`config.mk`:
```
export PLATFORM = sky130hd
export DESIGN_NAME = handshake_timer_bank
export DESIGN_NICKNAME = d
export VERILOG_FILES = /design/src/rtl/hitb_pkg.sv /design/src/rtl/hitb_tick_gen.sv /design/src/rtl/hitb_regfile.sv /design/src/rtl/hitb_timer.sv /design/src/rtl/handshake_timer_bank.sv
export SDC_FILE = /design/constraint.sdc
export NUM_CORES = 1
export LEC_CHECK = 0
export BUFFER_PORTS_ARGS = -buffer_cell sky130_fd_sc_hd__buf_2
export CAP_MARGIN = 5
export CORE_MARGIN = 2
export CORE_UTILIZATION = 50
export DETAILED_ROUTE_END_ITERATION = 8
export PLACE_DENSITY_LB_ADDON = 0.15
export SLEW_MARGIN = 20
export SYNTH_ARGS = -nofsm -noshare
export SYNTH_HDL_FRONTEND = slang
export SYNTH_SLANG_ARGS = --single-unit
```
`constraint.sdc`:
```
create_clock -name clk -period 2.6 [get_ports clk]
set_clock_uncertainty 0.1 [all_clocks]
set_input_delay 0.26 -clock clk [delete_from_list [all_inputs] [get_ports clk]]
set_output_delay 0.26 -clock clk [all_outputs]
set_load 0.005 [all_outputs]
```
`src/rtl/hitb_pkg.sv`:
```
package hitb_pkg;
  localparam int NUM_TIMERS = 6;
  localparam int NUM_REGS   = 9;
  localparam int ADDR_W     = 4;
  localparam int SEL_W      = $clog2(NUM_TIMERS + 2);
  localparam int CNT_W      = 16;

  typedef enum logic [1:0] {
    UNIT_SHORT = 2'd0,
    UNIT_MID   = 2'd1,
    UNIT_LONG  = 2'd2
  } unit_e;

  typedef struct packed {
    logic [CNT_W-1:0] val;
    unit_e            unit;
  } load_t;

  localparam int A_TONE_LONG = 0;
  localparam int A_TONE_ALT  = 1;
  localparam int A_TONE_GAP  = 2;
  localparam int A_RX_TONE   = 3;
  localparam int A_SCR_DLY   = 4;
  localparam int A_DDLY_LO   = 5;
  localparam int A_DDLY_HI   = 6;
  localparam int A_FSCR_LO   = 7;
  localparam int A_FSCR_HI   = 8;

  function automatic logic [7:0] reg_reset(int idx);
    case (idx)
      A_TONE_LONG: return 8'h03;
      A_TONE_ALT:  return 8'h5A;
      A_TONE_GAP:  return 8'h2D;
      A_RX_TONE:   return 8'h3C;
      A_SCR_DLY:   return 8'h09;
      A_DDLY_LO:   return 8'hCB;
      A_DDLY_HI:   return 8'h08;
      A_FSCR_LO:   return 8'h78;
      A_FSCR_HI:   return 8'h08;
      default:     return 8'h00;
    endcase
  endfunction

  function automatic load_t timer_load(int t, logic [NUM_REGS-1:0][7:0] r);
    load_t l;
    l.val  = '0;
    l.unit = UNIT_SHORT;
    case (t)
      0: begin
        if (r[A_TONE_LONG] != 8'h00) begin
          l.val  = {8'h00, r[A_TONE_LONG]};
          l.unit = UNIT_LONG;
        end else begin
          l.val  = {8'h00, r[A_TONE_ALT]};
          l.unit = UNIT_SHORT;
        end
      end
      1: l.val = {8'h00, r[A_TONE_GAP]};
      2: l.val = {8'h00, r[A_RX_TONE]};
      3: begin
        l.val  = {8'h00, r[A_SCR_DLY]};
        l.unit = UNIT_MID;
      end
      4: l.val = {r[A_DDLY_HI], r[A_DDLY_LO]};
      5: l.val = {r[A_FSCR_HI], r[A_FSCR_LO]};
      default: l.val = '0;
    endcase
    return l;
  endfunction
endpackage

```
`src/rtl/hitb_tick_gen.sv`:
```
module hitb_tick_gen #(
  parameter int SHORT_DIV = 8192,
  parameter int MID_DIV   = 32,
  parameter int LONG_DIV  = 600
) (
  input  logic       clk,
  input  logic       rst_n,
  output logic [3:0] ticks
);
  localparam int SW = $clog2(SHORT_DIV);
  localparam int MW = $clog2(MID_DIV);
  localparam int LW = $clog2(LONG_DIV);

  logic [SW-1:0] s_cnt;
  logic [MW-1:0] m_cnt;
  logic [LW-1:0] l_cnt;
  logic t_short, t_mid, t_long;

  assign t_short = (s_cnt == SW'(SHORT_DIV - 1));
  assign t_mid   = t_short && (m_cnt == MW'(MID_DIV - 1));
  assign t_long  = t_short && (l_cnt == LW'(LONG_DIV - 1));
  assign ticks   = {1'b0, t_long, t_mid, t_short};

  always_ff @(posedge clk or negedge rst_n) begin
    if (!rst_n) begin
      s_cnt <= '0;
      m_cnt <= '0;
      l_cnt <= '0;
    end else begin
      s_cnt <= t_short ? '0 : s_cnt + 1'b1;
      if (t_short) begin
        m_cnt <= (m_cnt == MW'(MID_DIV - 1)) ? '0 : m_cnt + 1'b1;
        l_cnt <= (l_cnt == LW'(LONG_DIV - 1)) ? '0 : l_cnt + 1'b1;
      end
    end
  end

  // slower ticks only coincide with a short tick
  p_mid_on_short_r3: assert property (@(posedge clk) disable iff (!rst_n)
    t_mid |-> t_short);
  p_long_on_short_r3: assert property (@(posedge clk) disable iff (!rst_n)
    t_long |-> t_short);
  // short ticks are spaced by at least two cycles
  p_short_spacing_r3: assert property (@(posedge clk) disable iff (!rst_n)
    t_short |=> !t_short);
endmodule

```
`src/rtl/hitb_regfile.sv`:
```
module hitb_regfile import hitb_pkg::*; (
  input  logic                         clk,
  input  logic                         rst_n,
  input  logic                         wr,
  input  logic [ADDR_W-1:0]            addr,
  input  logic [7:0]                   wdata,
  output logic [7:0]                   rdata,
  output logic [NUM_REGS-1:0][7:0]     regs
);
  localparam logic [ADDR_W-1:0] LAST = ADDR_W'(NUM_REGS - 1);

  logic mapped;
  assign mapped = (addr <= LAST);

  always_ff @(posedge clk or negedge rst_n) begin
    if (!rst_n) begin
      for (int i = 0; i < NUM_REGS; i++) regs[i] <= reg_reset(i);
    end else if (wr && mapped) begin
      regs[addr] <= wdata;
    end
  end

  assign rdata = mapped ? regs[addr] : 8'h00;

  // a write to a mapped address lands at the next edge
  p_write_lands_r2: assert property (@(posedge clk) disable iff (!rst_n)
    (wr && mapped) |=> (regs[$past(addr)] == $past(wdata)));
  // writes outside the map leave every setting alone
  p_unmapped_write_r1: assert property (@(posedge clk) disable iff (!rst_n)
    (wr && !mapped) |=> (regs == $past(regs)));
endmodule

```
`src/rtl/hitb_timer.sv`:
```
module hitb_timer import hitb_pkg::*; (
  input  logic       clk,
  input  logic       rst_n,
  input  logic       start,
  input  load_t      ld,
  input  logic [3:0] ticks,
  output logic       busy,
  output logic       done
);
  logic [CNT_W-1:0] cnt;
  unit_e            unit_q;
  logic             tick_hit;

  assign tick_hit = ticks[unit_q];

  always_ff @(posedge clk or negedge rst_n) begin
    if (!rst_n) begin
      cnt    <= '0;
      unit_q <= UNIT_SHORT;
      busy   <= 1'b0;
      done   <= 1'b0;
    end else begin
      done <= 1'b0;
      if (start) begin
        cnt    <= ld.val;
        unit_q <= ld.unit;
        busy   <= 1'b1;
      end else if (busy && tick_hit) begin
        if (cnt <= CNT_W'(1)) begin
          busy <= 1'b0;
          done <= 1'b1;
        end else begin
          cnt <= cnt - 1'b1;
        end
      end
    end
  end

  // done only follows a running count that just ended
  p_done_after_busy_r7: assert property (@(posedge clk) disable iff (!rst_n)
    done |-> (!busy && $past(busy)));
  // a (re)start never yields done on the next cycle
  p_restart_silent_r9: assert property (@(posedge clk) disable iff (!rst_n)
    start |=> !done);
  // without a tick or start the count and unit stay put
  p_hold_no_tick_r10: assert property (@(posedge clk) disable iff (!rst_n)
    (busy && !start && !tick_hit) |=> (busy && $stable(cnt) && $stable(unit_q)));
endmodule

```
`src/rtl/handshake_timer_bank.sv`:
```
module handshake_timer_bank import hitb_pkg::*; #(
  parameter int SHORT_DIV = 8192,
  parameter int MID_DIV   = 32,
  parameter int LONG_DIV  = 600
) (
  input  logic                  clk,
  input  logic                  rst_n,
  input  logic                  reg_wr,
  input  logic [ADDR_W-1:0]     reg_addr,
  input  logic [7:0]            reg_wdata,
  output logic [7:0]            reg_rdata,
  input  logic                  tmr_start,
  input  logic [SEL_W-1:0]      tmr_sel,
  output logic [NUM_TIMERS-1:0] tmr_busy,
  output logic [NUM_TIMERS-1:0] tmr_done
);
  logic [NUM_REGS-1:0][7:0] regs;
  logic [3:0]               ticks;
  logic                     sel_ok;

  assign sel_ok = (tmr_sel < SEL_W'(NUM_TIMERS));

  hitb_tick_gen #(
    .SHORT_DIV(SHORT_DIV),
    .MID_DIV  (MID_DIV),
    .LONG_DIV (LONG_DIV)
  ) u_ticks (
    .clk  (clk),
    .rst_n(rst_n),
    .ticks(ticks)
  );

  hitb_regfile u_regs (
    .clk  (clk),
    .rst_n(rst_n),
    .wr   (reg_wr),
    .addr (reg_addr),
    .wdata(reg_wdata),
    .rdata(reg_rdata),
    .regs (regs)
  );

  for (genvar t = 0; t < NUM_TIMERS; t++) begin : g_tmr
    load_t ld;
    logic  st;
    assign ld = timer_load(t, regs);
    assign st = tmr_start && (tmr_sel == SEL_W'(t));
    hitb_timer u_tmr (
      .clk  (clk),
      .rst_n(rst_n),
      .start(st),
      .ld   (ld),
      .ticks(ticks),
      .busy (tmr_busy[t]),
      .done (tmr_done[t])
    );
  end

  // an out-of-range index raises no busy flag
  p_bad_sel_r11: assert property (@(posedge clk) disable iff (!rst_n)
    (tmr_start && !sel_ok) |=> ((tmr_busy & ~$past(tmr_busy)) == '0));
  // a valid start leaves the chosen timer busy
  p_sel_busy_r7: assert property (@(posedge clk) disable iff (!rst_n)
    (tmr_start && sel_ok) |=> tmr_busy[$past(tmr_sel)]);
  // expiry of a timer never coincides with its busy flag
  p_done_excl_busy_r7: assert property (@(posedge clk) disable iff (!rst_n)
    (tmr_done & tmr_busy) == '0);
endmodule

```
==> metrics.md, run 1 <==
| Metric | Value |
|---|---|
| Syn avg cell area | `10.17 µm²` |
| Post-synthesis mux area share | `11.08%` |
| Clock root cell | `clkbuf_16` |
| Commonest cells after routing, fill and taps aside | `dfrtp_1 (183), nor2_1 (123), nand2_1 (85), o21ai_0 (76), mux2_2 (74)` |
| Layout area overhead | `14.84%` |
| Slew @ Worst Pin | `0.7963 ns` |
| Pre-CTS setup slack | `0.02145 ns` |
| DR DRC count | `0` |
| CTS sink count | `210` |
| 1st-iter DRT viols | `569` |
| Critical Path Sink Type | `flop` |
| GR Overflow Total | `0` |
| First-pass GRT wire length | `42.26 mm` |
| Final wirelength | `25.95 mm` |
| Max Cap Violations | `0` |
| TritonRoute pass-1 iters | `5` |
| Slew headroom | `46.42%` |
| # diodes | `0` |
| TritonCTS buffer count | `24` |
| Tot GR Track Use | `23.23%` |
| Register area share after synthesis | `48.67%` |
| Final Hold Vio Count | `0` |
| Area of placed instances | `11540 µm²` |
| Fmax | `389.2 MHz` |
| Commonest non-fill, non-tap cell in the layout | `dfrtp_1` |
| Status | `completed` |
| CTS Buffer Depth | `3` |
| P_leak | `5.319 nW` |
| Htree depth | `1` |
| Pwr/cell area | `832.7 nW/µm²` |
| Initial Util | `51.37%` |
| Primary FF master, synth | `dfrtp_1` |
| FILL cells | `1827` |
| Die width | `151.4 µm` |
| CTS clk-pin slew, worst paths | `0.06 ns` |
| Final Cycle Share | `98.81%` |
| CP Class | `flop to flop` |
| Min-Delay Path Class | `input pin to flop` |
| I/O pin cnt | `39` |
| TNS Setup | `0 ns` |
| Area of the multi-input gates | `5324 µm²` |
| Synthesis Warnings | `0` |
| Share of layout cells above drive strength 1 | `24.19%` |
| Post-layout min period | `2.569 ns` |
| Synthesized area | `10870 µm²` |
| Vias in the first global route | `7978` |
| Post-synthesis simple-gate area fraction | `18.60%` |
| Total power | `0.01039 W` |
| Synth Instances | `1069` |
| Area share of fa/ha/maj cells after synthesis | `1.842%` |
| Routed via count | `8276` |
| Layout net count | `1166` |
| Fin. max-slew vios | `0` |
| Pin count of the biggest net entering global routing | `75` |
| Cell variety after synth | `66` |
| Syn nets | `1104` |
| Die area | `22930 µm²` |
| CP Launch Type | `flop` |
| Critical path arrival | `2.89 ns` |
| Combinational family with the most area after synthesis | `simple AND/OR/NAND/NOR gates` |
| Compound-Gate Fraction of Synth Area | `11.86%` |
| Final WS setup | `0.03094 ns` |
| Antenna-violating nets left | `0` |
| WHS | `0.02740 ns` |
| Number of synthesized flops with an enable pin | `0` |
| Xor and xnor area share after synthesis | `4.594%` |
| Core Rows | `53` |
| Initial antenna violation count | `2` |
| DR vias/cell | `5.812` |
| Setup violators final | `0` |
| Ys async rst share | `100.0%` |
| Placed wire-length estimate | `18.29 mm` |
| RD Place Congestion | `0.8584` |
| Worst Path Required | `2.92 ns` |
| Port Buffer Count | `38` |
| Core footprint | `21150 µm²` |
| Die Ht | `151.4 µm` |
| Clk_lat worst skew | `0.53 ns` |
| Drt wl/cell | `18.22 µm` |
| Post-route design area | `12480 µm²` |
| FF+latch count, synth | `210` |
| R2R Setup Slk | `0.03 ns` |
| Seq. cell area | `5289 µm²` |
| Crit-path max FO | `5` |
| CTS tree | `yes` |
| Peak VDD IR | `433.9 µV` |
worst paths after layout:
| path | from | endpoint | cells after the start |
|---|---|---|---|
| hold / removal | reg_wdata[5] | u_regs.regs[53] | 2 |
| min in group asynchronous | rst_n | u_ticks.l_cnt[5] | 2 |
| setup / recovery | g_tmr[4].u_tmr.cnt[12] | g_tmr[4].u_tmr.cnt[14] | 7 |
| max in group asynchronous | rst_n | u_regs.regs[67] | 3 |
| setup reg to reg | g_tmr[4].u_tmr.cnt[12] | g_tmr[4].u_tmr.cnt[14] | 7 |
| hold reg to reg | g_tmr[3].u_tmr.unit_q[0] | g_tmr[3].u_tmr.unit_q[0] | 2 |
cell usage after synthesis, types with 13 or more instances:
master	count	area share [%]
o21ai_0	76	3.5
xor2_1	19	1.5
inv_1	17	0.59
mux4_2	16	3.3
nor2_1	124	4.3
nor4_1	27	1.6
or3_1	17	0.98
nand2_1	86	3.0
buf_4	13	0.90
and3_1	14	0.81
xnor2_1	38	3.1
nand3_1	28	1.3
or4_1	16	1.1
dfrtp_1	183	42
dfstp_2	27	6.5
a21oi_1	61	2.8
clkbuf_1	34	1.2
a22oi_1	16	1.1
nor3_1	42	1.9
mux2_2	74	7.7
ha_1	16	1.8
timing repair:
item / in CTS / in global routing
resized for setup: 2 / 17
pin swaps: 0 / 1
setup buffers: 0 / 2
endpoints found under the setup margin: 2 / 44
hold endpoints to repair: 69 / 0
gates cloned: 0 / 1
hold buffers: 1 / 0
metal layers:
layer	routed length, µm	track usage, %	vias up
li1	-	-	3997
met5	23	0	-
met4	550	5.654	4
met3	968	3.554	44
met1	12260	33.65	4086
met2	12140	36.83	145
report_power, final:
group	internal, W	total, W	switching (W)
Combinational	0.00111	0.00231	0.00120
Sequential	0.00400	0.00469	0.000693
Clock	0.00199	0.00339	0.00140
Total	0.00710	0.0104	0.00329
kinds of logic (layout without fill, tap and decap cells):
logic type	Yosys count	after routing
AOI/OAI and AO/OA	215	215
xor gates and xnor gates	57	57
adders and majority gates	16	16
buffers and inverters	75	155
DFF	210	210
muxes	91	91
and+or+nand+nor	405	405
state kept, by name (all words and copies together), names as in the netlist:
| signal | count |
|---|---|
| g_tmr.u_tmr.cnt | 96 |
| u_regs.regs | 72 |
| u_ticks.s_cnt | 13 |
| u_ticks.l_cnt | 10 |
| g_tmr.u_tmr.busy | 6 |
| g_tmr.u_tmr.done | 6 |
| u_ticks.m_cnt | 5 |
| g_tmr.u_tmr.unit_q | 2 |
final cells by class:
cell class,instances,share of cell area (%)
Clock buffer,34,5.354
Timing Repair Buffer,93,5.374
Inverter,18,0.5414
Multi-Input combinational cell,784,42.66
Tap cell,275,2.757
Sequential cell,210,42.38
Clock inverter,10,0.9324
worst max-delay path: stages, from the launching register on:
cell      delay [ns]
dfrtp_1         0.38
or4_4           0.54
or4b_1          0.48
or3_4           0.35
buf_4           0.14
a21boi_2        0.17
o21a_1          0.13
o22a_1          0.17
metrics by stage:
stage,util [%],std cells
after CTS,58.35,1421
after floorplan,-,1069
after global placement,54.56,1376
after detailed placement,54.56,1376
final,58.99,1424
after global routing,58.99,1424
(Power assumes the default switching activity.)
==> run 2, diff against run 1 <==
Settings changed: CORE_MARGIN 2 to 3, PLACE_DENSITY set to 0.78, PLACE_DENSITY_LB_ADDON 0.15 to not set.
==> metrics.md, run 2 (synthesized netlist as in run 1, its figures left out) <==
| Metric | Value |
|---|---|
| Wire length on met2 | `12.52 mm` |
| Critical Path Sink Type | `flop` |
| RD Place Congestion | `0.8893` |
| Comb pwr share | `22.8%` |
| Initial Util | `51.21%` |
| Die area | `23540 µm²` |
| NetSw | `0.003251 W` |
| Fin cells | `1422` |
| P_leak | `5.348 nW` |
| Fmax | `388.8 MHz` |
| Pre-CTS setup slack | `-0.01730 ns` |
| CTS sink count | `210` |
| Peak VDD IR | `473.4 µV` |
| Status | `completed` |
| FILL cells | `1725` |
| DR DRC count | `0` |
| CTS tree | `yes` |
| Layout net count | `1166` |
| Final WS setup | `0.02829 ns` |
| I/O pin cnt | `39` |
| Final Hold Vio Count | `0` |
| Htree depth | `1` |
| # diodes | `0` |
| Clock root cell | `clkbuf_16` |
| Layout area overhead | `15.08%` |
| Port Buffer Count | `38` |
| RSZ-0062 raised after global routing | `yes` |
| Initial antenna violation count | `1` |
| Clk_lat worst skew | `0.50 ns` |
| Max Cap Violations | `0` |
| Commonest non-fill, non-tap cell in the layout | `dfrtp_1` |
| Crit-path max FO | `8` |
| 1st-iter DRT viols | `650` |
| Fin. max-slew vios | `0` |
| Biggest regs | `g_tmr.u_tmr.cnt (96), u_regs.regs (72), u_ticks.s_cnt (13)` |
| Top reg by flops | `g_tmr.u_tmr.cnt` |
| Pwr/cell area | `840.0 nW/µm²` |
| Pin count of the biggest net entering global routing | `85` |
| CTS clk-pin slew, worst paths | `0.06 ns` |
| Slew headroom | `51.30%` |
| Final wirelength | `26.02 mm` |
| Setup violators final | `0` |
| Flop pwr share | `44.7%` |
| First-pass GRT wire length | `43.91 mm` |
| Antenna-violating nets left | `0` |
| WHS | `0.08039 ns` |
| Dpl cells | `1375` |
| Critical path arrival | `2.86 ns` |
| GR Overflow Total | `0` |
| Final Cycle Share | `98.91%` |
| CP Launch Type | `flop` |
| FF-to-FF path depth | `7` |
| Die width | `153.4 µm` |
| Clock share of power | `32.5%` |
| Metal-1 WL | `11.18 mm` |
| CTS Buffer Depth | `3` |
| Vias in the first global route | `8614` |
| Placed wire-length estimate | `17.94 mm` |
| Max FFs per register | `96` |
| Routed via count | `8583` |
| TNS Setup | `0 ns` |
| DR top layer | `met5` |
| Tot GR Track Use | `22.21%` |
| Hold path depth | `2` |
| Post-layout min period | `2.572 ns` |
| CP Class | `flop to flop` |
| Drt wl/cell | `18.30 µm` |
| DR vias/cell | `6.036` |
| Commonest cells after routing, fill and taps aside | `dfrtp_1 (183), nor2_1 (123), nand2_1 (86), o21ai_0 (75), mux2_2 (74)` |
| Worst Path Required | `2.89 ns` |
| Total power | `0.01051 W` |
| TritonCTS buffer count | `23` |
| Die Ht | `153.4 µm` |
| Core footprint | `21220 µm²` |
| Metal3 WL | `1.609 mm` |
| TritonRoute pass-1 iters | `5` |
| Share of layout cells above drive strength 1 | `24.24%` |
| Switch share | `30.95%` |
| Slew @ Worst Pin | `0.7305 ns` |
| Pint | `0.007254 W` |
| Min-Delay Path Class | `input pin to flop` |
| Core Rows | `53` |
==> run 2: per-layer routing <==
layer / vias up / track usage, %
met4: 2 / 6.434
met3: 50 / 3.454
met5: - / 0
met1: 4234 / 30.65
met2: 286 / 36.70
li1: 4011 / -
==> run 2: area by class of cell <==
cell class	count	area (µm²)	share of cell area, %
Inverter	18	67.56	0.5403
Timing Repair Buffer	94	693.2	5.543
Clock buffer	35	690.7	5.523
Tap cell	275	344.1	2.751
Multi-Input combinational cell	784	5316	42.51
Clock inverter	6	105.1	0.8404
Sequential cell	210	5289	42.29
==> run 2: power groups by stage <==
stage | clock, W | combinational [W] | sequential [W]
finish | 0.00342 | 0.00240 | 0.00469
floorplan | 0 | 0.00165 | 0.00446
detailed placement | 0 | 0.00228 | 0.00470
global placement | 0 | 0.00220 | 0.00467
global route | 0.00360 | 0.00267 | 0.00478
CTS | 0.00347 | 0.00232 | 0.00466
==> run 2: critical path, stage by stage, from the launching register on <==
cell,delay (ns)
dfrtp_1,0.38
or4_4,0.54
or4b_4,0.53
or3_4,0.35
a21bo_4,0.20
buf_12,0.12
a21oi_1,0.05
o22a_1,0.20
==> run 2: path summary, 6_finish.rpt <==
| check | start | endpoint | slack, ns |
|---|---|---|---|
| worst max-delay path | g_tmr[4].u_tmr.cnt[12] | g_tmr[4].u_tmr.cnt[10] | 0.03 |
| worst min-delay path | reg_wdata[5] | u_regs.regs[37] | 0.08 |
| worst max register to register | g_tmr[4].u_tmr.cnt[12] | g_tmr[4].u_tmr.cnt[10] | 0.03 |
| worst min register to register | g_tmr[3].u_tmr.unit_q[0] | g_tmr[3].u_tmr.unit_q[0] | 0.35 |
| max in group asynchronous | rst_n | u_regs.regs[28] | 1.29 |
| min in group asynchronous | rst_n | g_tmr[3].u_tmr.cnt[13] | 0.26 |
==> run 2: stage by stage <==
step	area (µm²)	util, %
6_report	12510	58.93
5_1_grt	12510	58.93
4_1_cts	12360	58.26
3_5_place_dp	11560	54.46
3_3_place_gp	11560	54.46
2_1_floorplan	10870	-
==> run 2: what timing repair did <==
| action | CTS | global route |
|---|---|---|
| pin swaps | 0 | 1 |
| setup buffers | 0 | 4 |
| gates resized for setup | 1 | 17 |
| cloned | 0 | 1 |
| setup endpoints to repair | 1 | 40 |
| hold buffers | 1 | 0 |
| endpoints found under the hold margin | 69 | 0 |
==> run 3, diff against run 2 <==
Settings changed: REMOVE_ABC_BUFFERS set to 1, SLEW_MARGIN 20 to 10.
==> metrics.md, run 3 (synthesized netlist as in run 1, its figures left out) <==
| Metric | Value |
|---|---|
| CP max stage delay | `0.54 ns` |
| Pre-CTS setup slack | `-0.01314 ns` |
| Fmax | `393.3 MHz` |
| Status | `completed` |
| Peak VDD IR | `462.0 µV` |
| TNS Setup | `0 ns` |
| Total power | `0.01054 W` |
| Pin count of the biggest net entering global routing | `63` |
| Hold Path Origin | `reg_wdata[6]` |
| Biggest regs | `g_tmr.u_tmr.cnt (96), u_regs.regs (72), u_ticks.s_cnt (13)` |
| Hold path depth | `2` |
| R2R Setup Slk | `0.06 ns` |
| Pwr/cell area | `848.7 nW/µm²` |
| RSZ-0062 raised after global routing | `no` |
| Critical Path Sink Type | `flop` |
| DR DRC count | `0` |
| Max FFs per register | `96` |
| Final Hold Vio Count | `0` |
| Fin cells | `1416` |
| Vias in the first global route | `8338` |
| CP Class | `flop to flop` |
| Die Ht | `153.4 µm` |
| Port Buffer Count | `38` |
| TritonCTS buffer count | `23` |
| Die area | `23540 µm²` |
| CTS clk-pin slew, worst paths | `0.06 ns` |
| Slew headroom | `51.05%` |
| RD Place Congestion | `0.9294` |
| Max Cap Violations | `0` |
| I/O pin cnt | `39` |
| CP Cell Sequence | `or4_4 -> or4b_1 -> or3_4 -> a21bo_4 -> buf_6 -> buf_4 -> o21ai_1 -> o21ai_2` |
| Share of layout cells above drive strength 1 | `23.84%` |
| Clk_lat worst skew | `0.51 ns` |
| Clock root cell | `clkbuf_16` |
| R2R Path Start | `g_tmr[4].u_tmr.cnt[12]` |
| Slew @ Worst Pin | `0.7276 ns` |
| CP Launch Type | `flop` |
| Top reg by flops | `g_tmr.u_tmr.cnt` |
| 1st-iter DRT viols | `644` |
| Drt wl/cell | `18.08 µm` |
| Final wirelength | `25.60 mm` |
| First-pass GRT wire length | `42.52 mm` |
| Fin. max-slew vios | `0` |
| Critical path's slowest cell | `or4_4` |
| TritonRoute pass-1 iters | `5` |
| DR vias/cell | `6.044` |
| Tot GR Track Use | `21.54%` |
| Layout net count | `1160` |
| Routed via count | `8559` |
| P_leak | `5.300 nW` |
| CTS Buffer Depth | `3` |
| CTS tree | `yes` |
| FF-to-FF path depth | `8` |
| Initial Util | `51.21%` |
| Commonest non-fill, non-tap cell in the layout | `dfrtp_1` |
| # diodes | `0` |
| Dpl cells | `1374` |
| FILL cells | `1732` |
| GR Overflow Total | `0` |
| CTS sink count | `210` |
| Antenna-violating nets left | `0` |
| Crit. Startpoint | `g_tmr[4].u_tmr.cnt[12]` |
| Final WS setup | `0.05735 ns` |
| Die width | `153.4 µm` |
| Core Rows | `53` |
| Final Cycle Share | `97.79%` |
| Worst Path Required | `2.93 ns` |
| Post-layout min period | `2.543 ns` |
| Htree depth | `1` |
| Layout area overhead | `14.25%` |
| Core footprint | `21220 µm²` |
| Commonest cells after routing, fill and taps aside | `dfrtp_1 (183), nor2_1 (123), nand2_1 (85), o21ai_0 (76), mux2_2 (74)` |
| WHS | `0.05262 ns` |
| Initial antenna violation count | `1` |
| Crit-path max FO | `7` |
| Setup violators final | `0` |
| Critical path arrival | `2.87 ns` |
| Min-Delay Path Class | `input pin to flop` |
| Placed wire-length estimate | `17.70 mm` |
[run 3: cell count changes in the layout (fill, tap and decap cells not counted), moves of 2 or more]
cell / delta
buf_4: -4
clkinv_2: +2
clkbuf_1: -3
nor4_1: +2
nor4_2: -2
buf_12: -2
[run 3: final timing paths]
| kind | end |
|---|---|
| setup / recovery | g_tmr[4].u_tmr.cnt[12] |
| hold / removal | u_regs.regs[54] |
| setup reg to reg | g_tmr[4].u_tmr.cnt[12] |
| hold reg to reg | g_tmr[3].u_tmr.unit_q[0] |
| max in group asynchronous | u_regs.regs[16] |
| min in group asynchronous | g_tmr[3].u_tmr.cnt[14] |
[run 3: area by class of cell]
type	instances	area (µm²)	area share, %
clock buffer	31	665.6	5.361
sequential	210	5289	42.60
tap	275	344.1	2.771
multi-input combinational	784	5288	42.59
inverter	18	67.56	0.5442
timing repair buffer	88	609.3	4.908
clock inverter	10	152.6	1.229
[run 3: stage by stage]
| stage | area, µm² | util (%) |
|---|---|---|
| after floorplan | 10570 | - |
| after global placement | 11520 | 54.31 |
| after detailed placement | 11520 | 54.31 |
| after CTS | 12370 | 58.28 |
| after global routing | 12420 | 58.51 |
| final | 12420 | 58.51 |
[run 3: where the power goes]
part	internal [W]	switching, W	leakage (nW)	total [W]
logic	0.00111	0.00123	2.28	0.00234
registers	0.00400	0.000701	2.61	0.00470
clock network	0.00219	0.00132	0.405	0.00350
total	0.00729	0.00324	5.30	0.0105
[run 3: per-layer routing]
| metal | GRT usage (%) | wire length, µm |
|---|---|---|
| met5 | 0 | 7 |
| met4 | 6.392 | 734 |
| met3 | 3.907 | 1495 |
| met2 | 35.33 | 12350 |
| met1 | 29.53 | 11010 |
[run 3: timing repair]
action                                 4_1_cts  5_1_grt
hold buffers                                 1        0
gates resized for setup                      3       14
gates cloned                                 0        0
endpoints found under the hold margin       53        0
setup endpoints to repair                    9       29
setup buffers                                0        0
[run 3: critical path, delay by kind of cell, from the launching register on]
kind / cells / cell delay (ns)
simple gates: 3 / 1.38
buf+inv: 2 / 0.27
compound gates: 3 / 0.36
flops: 1 / 0.37
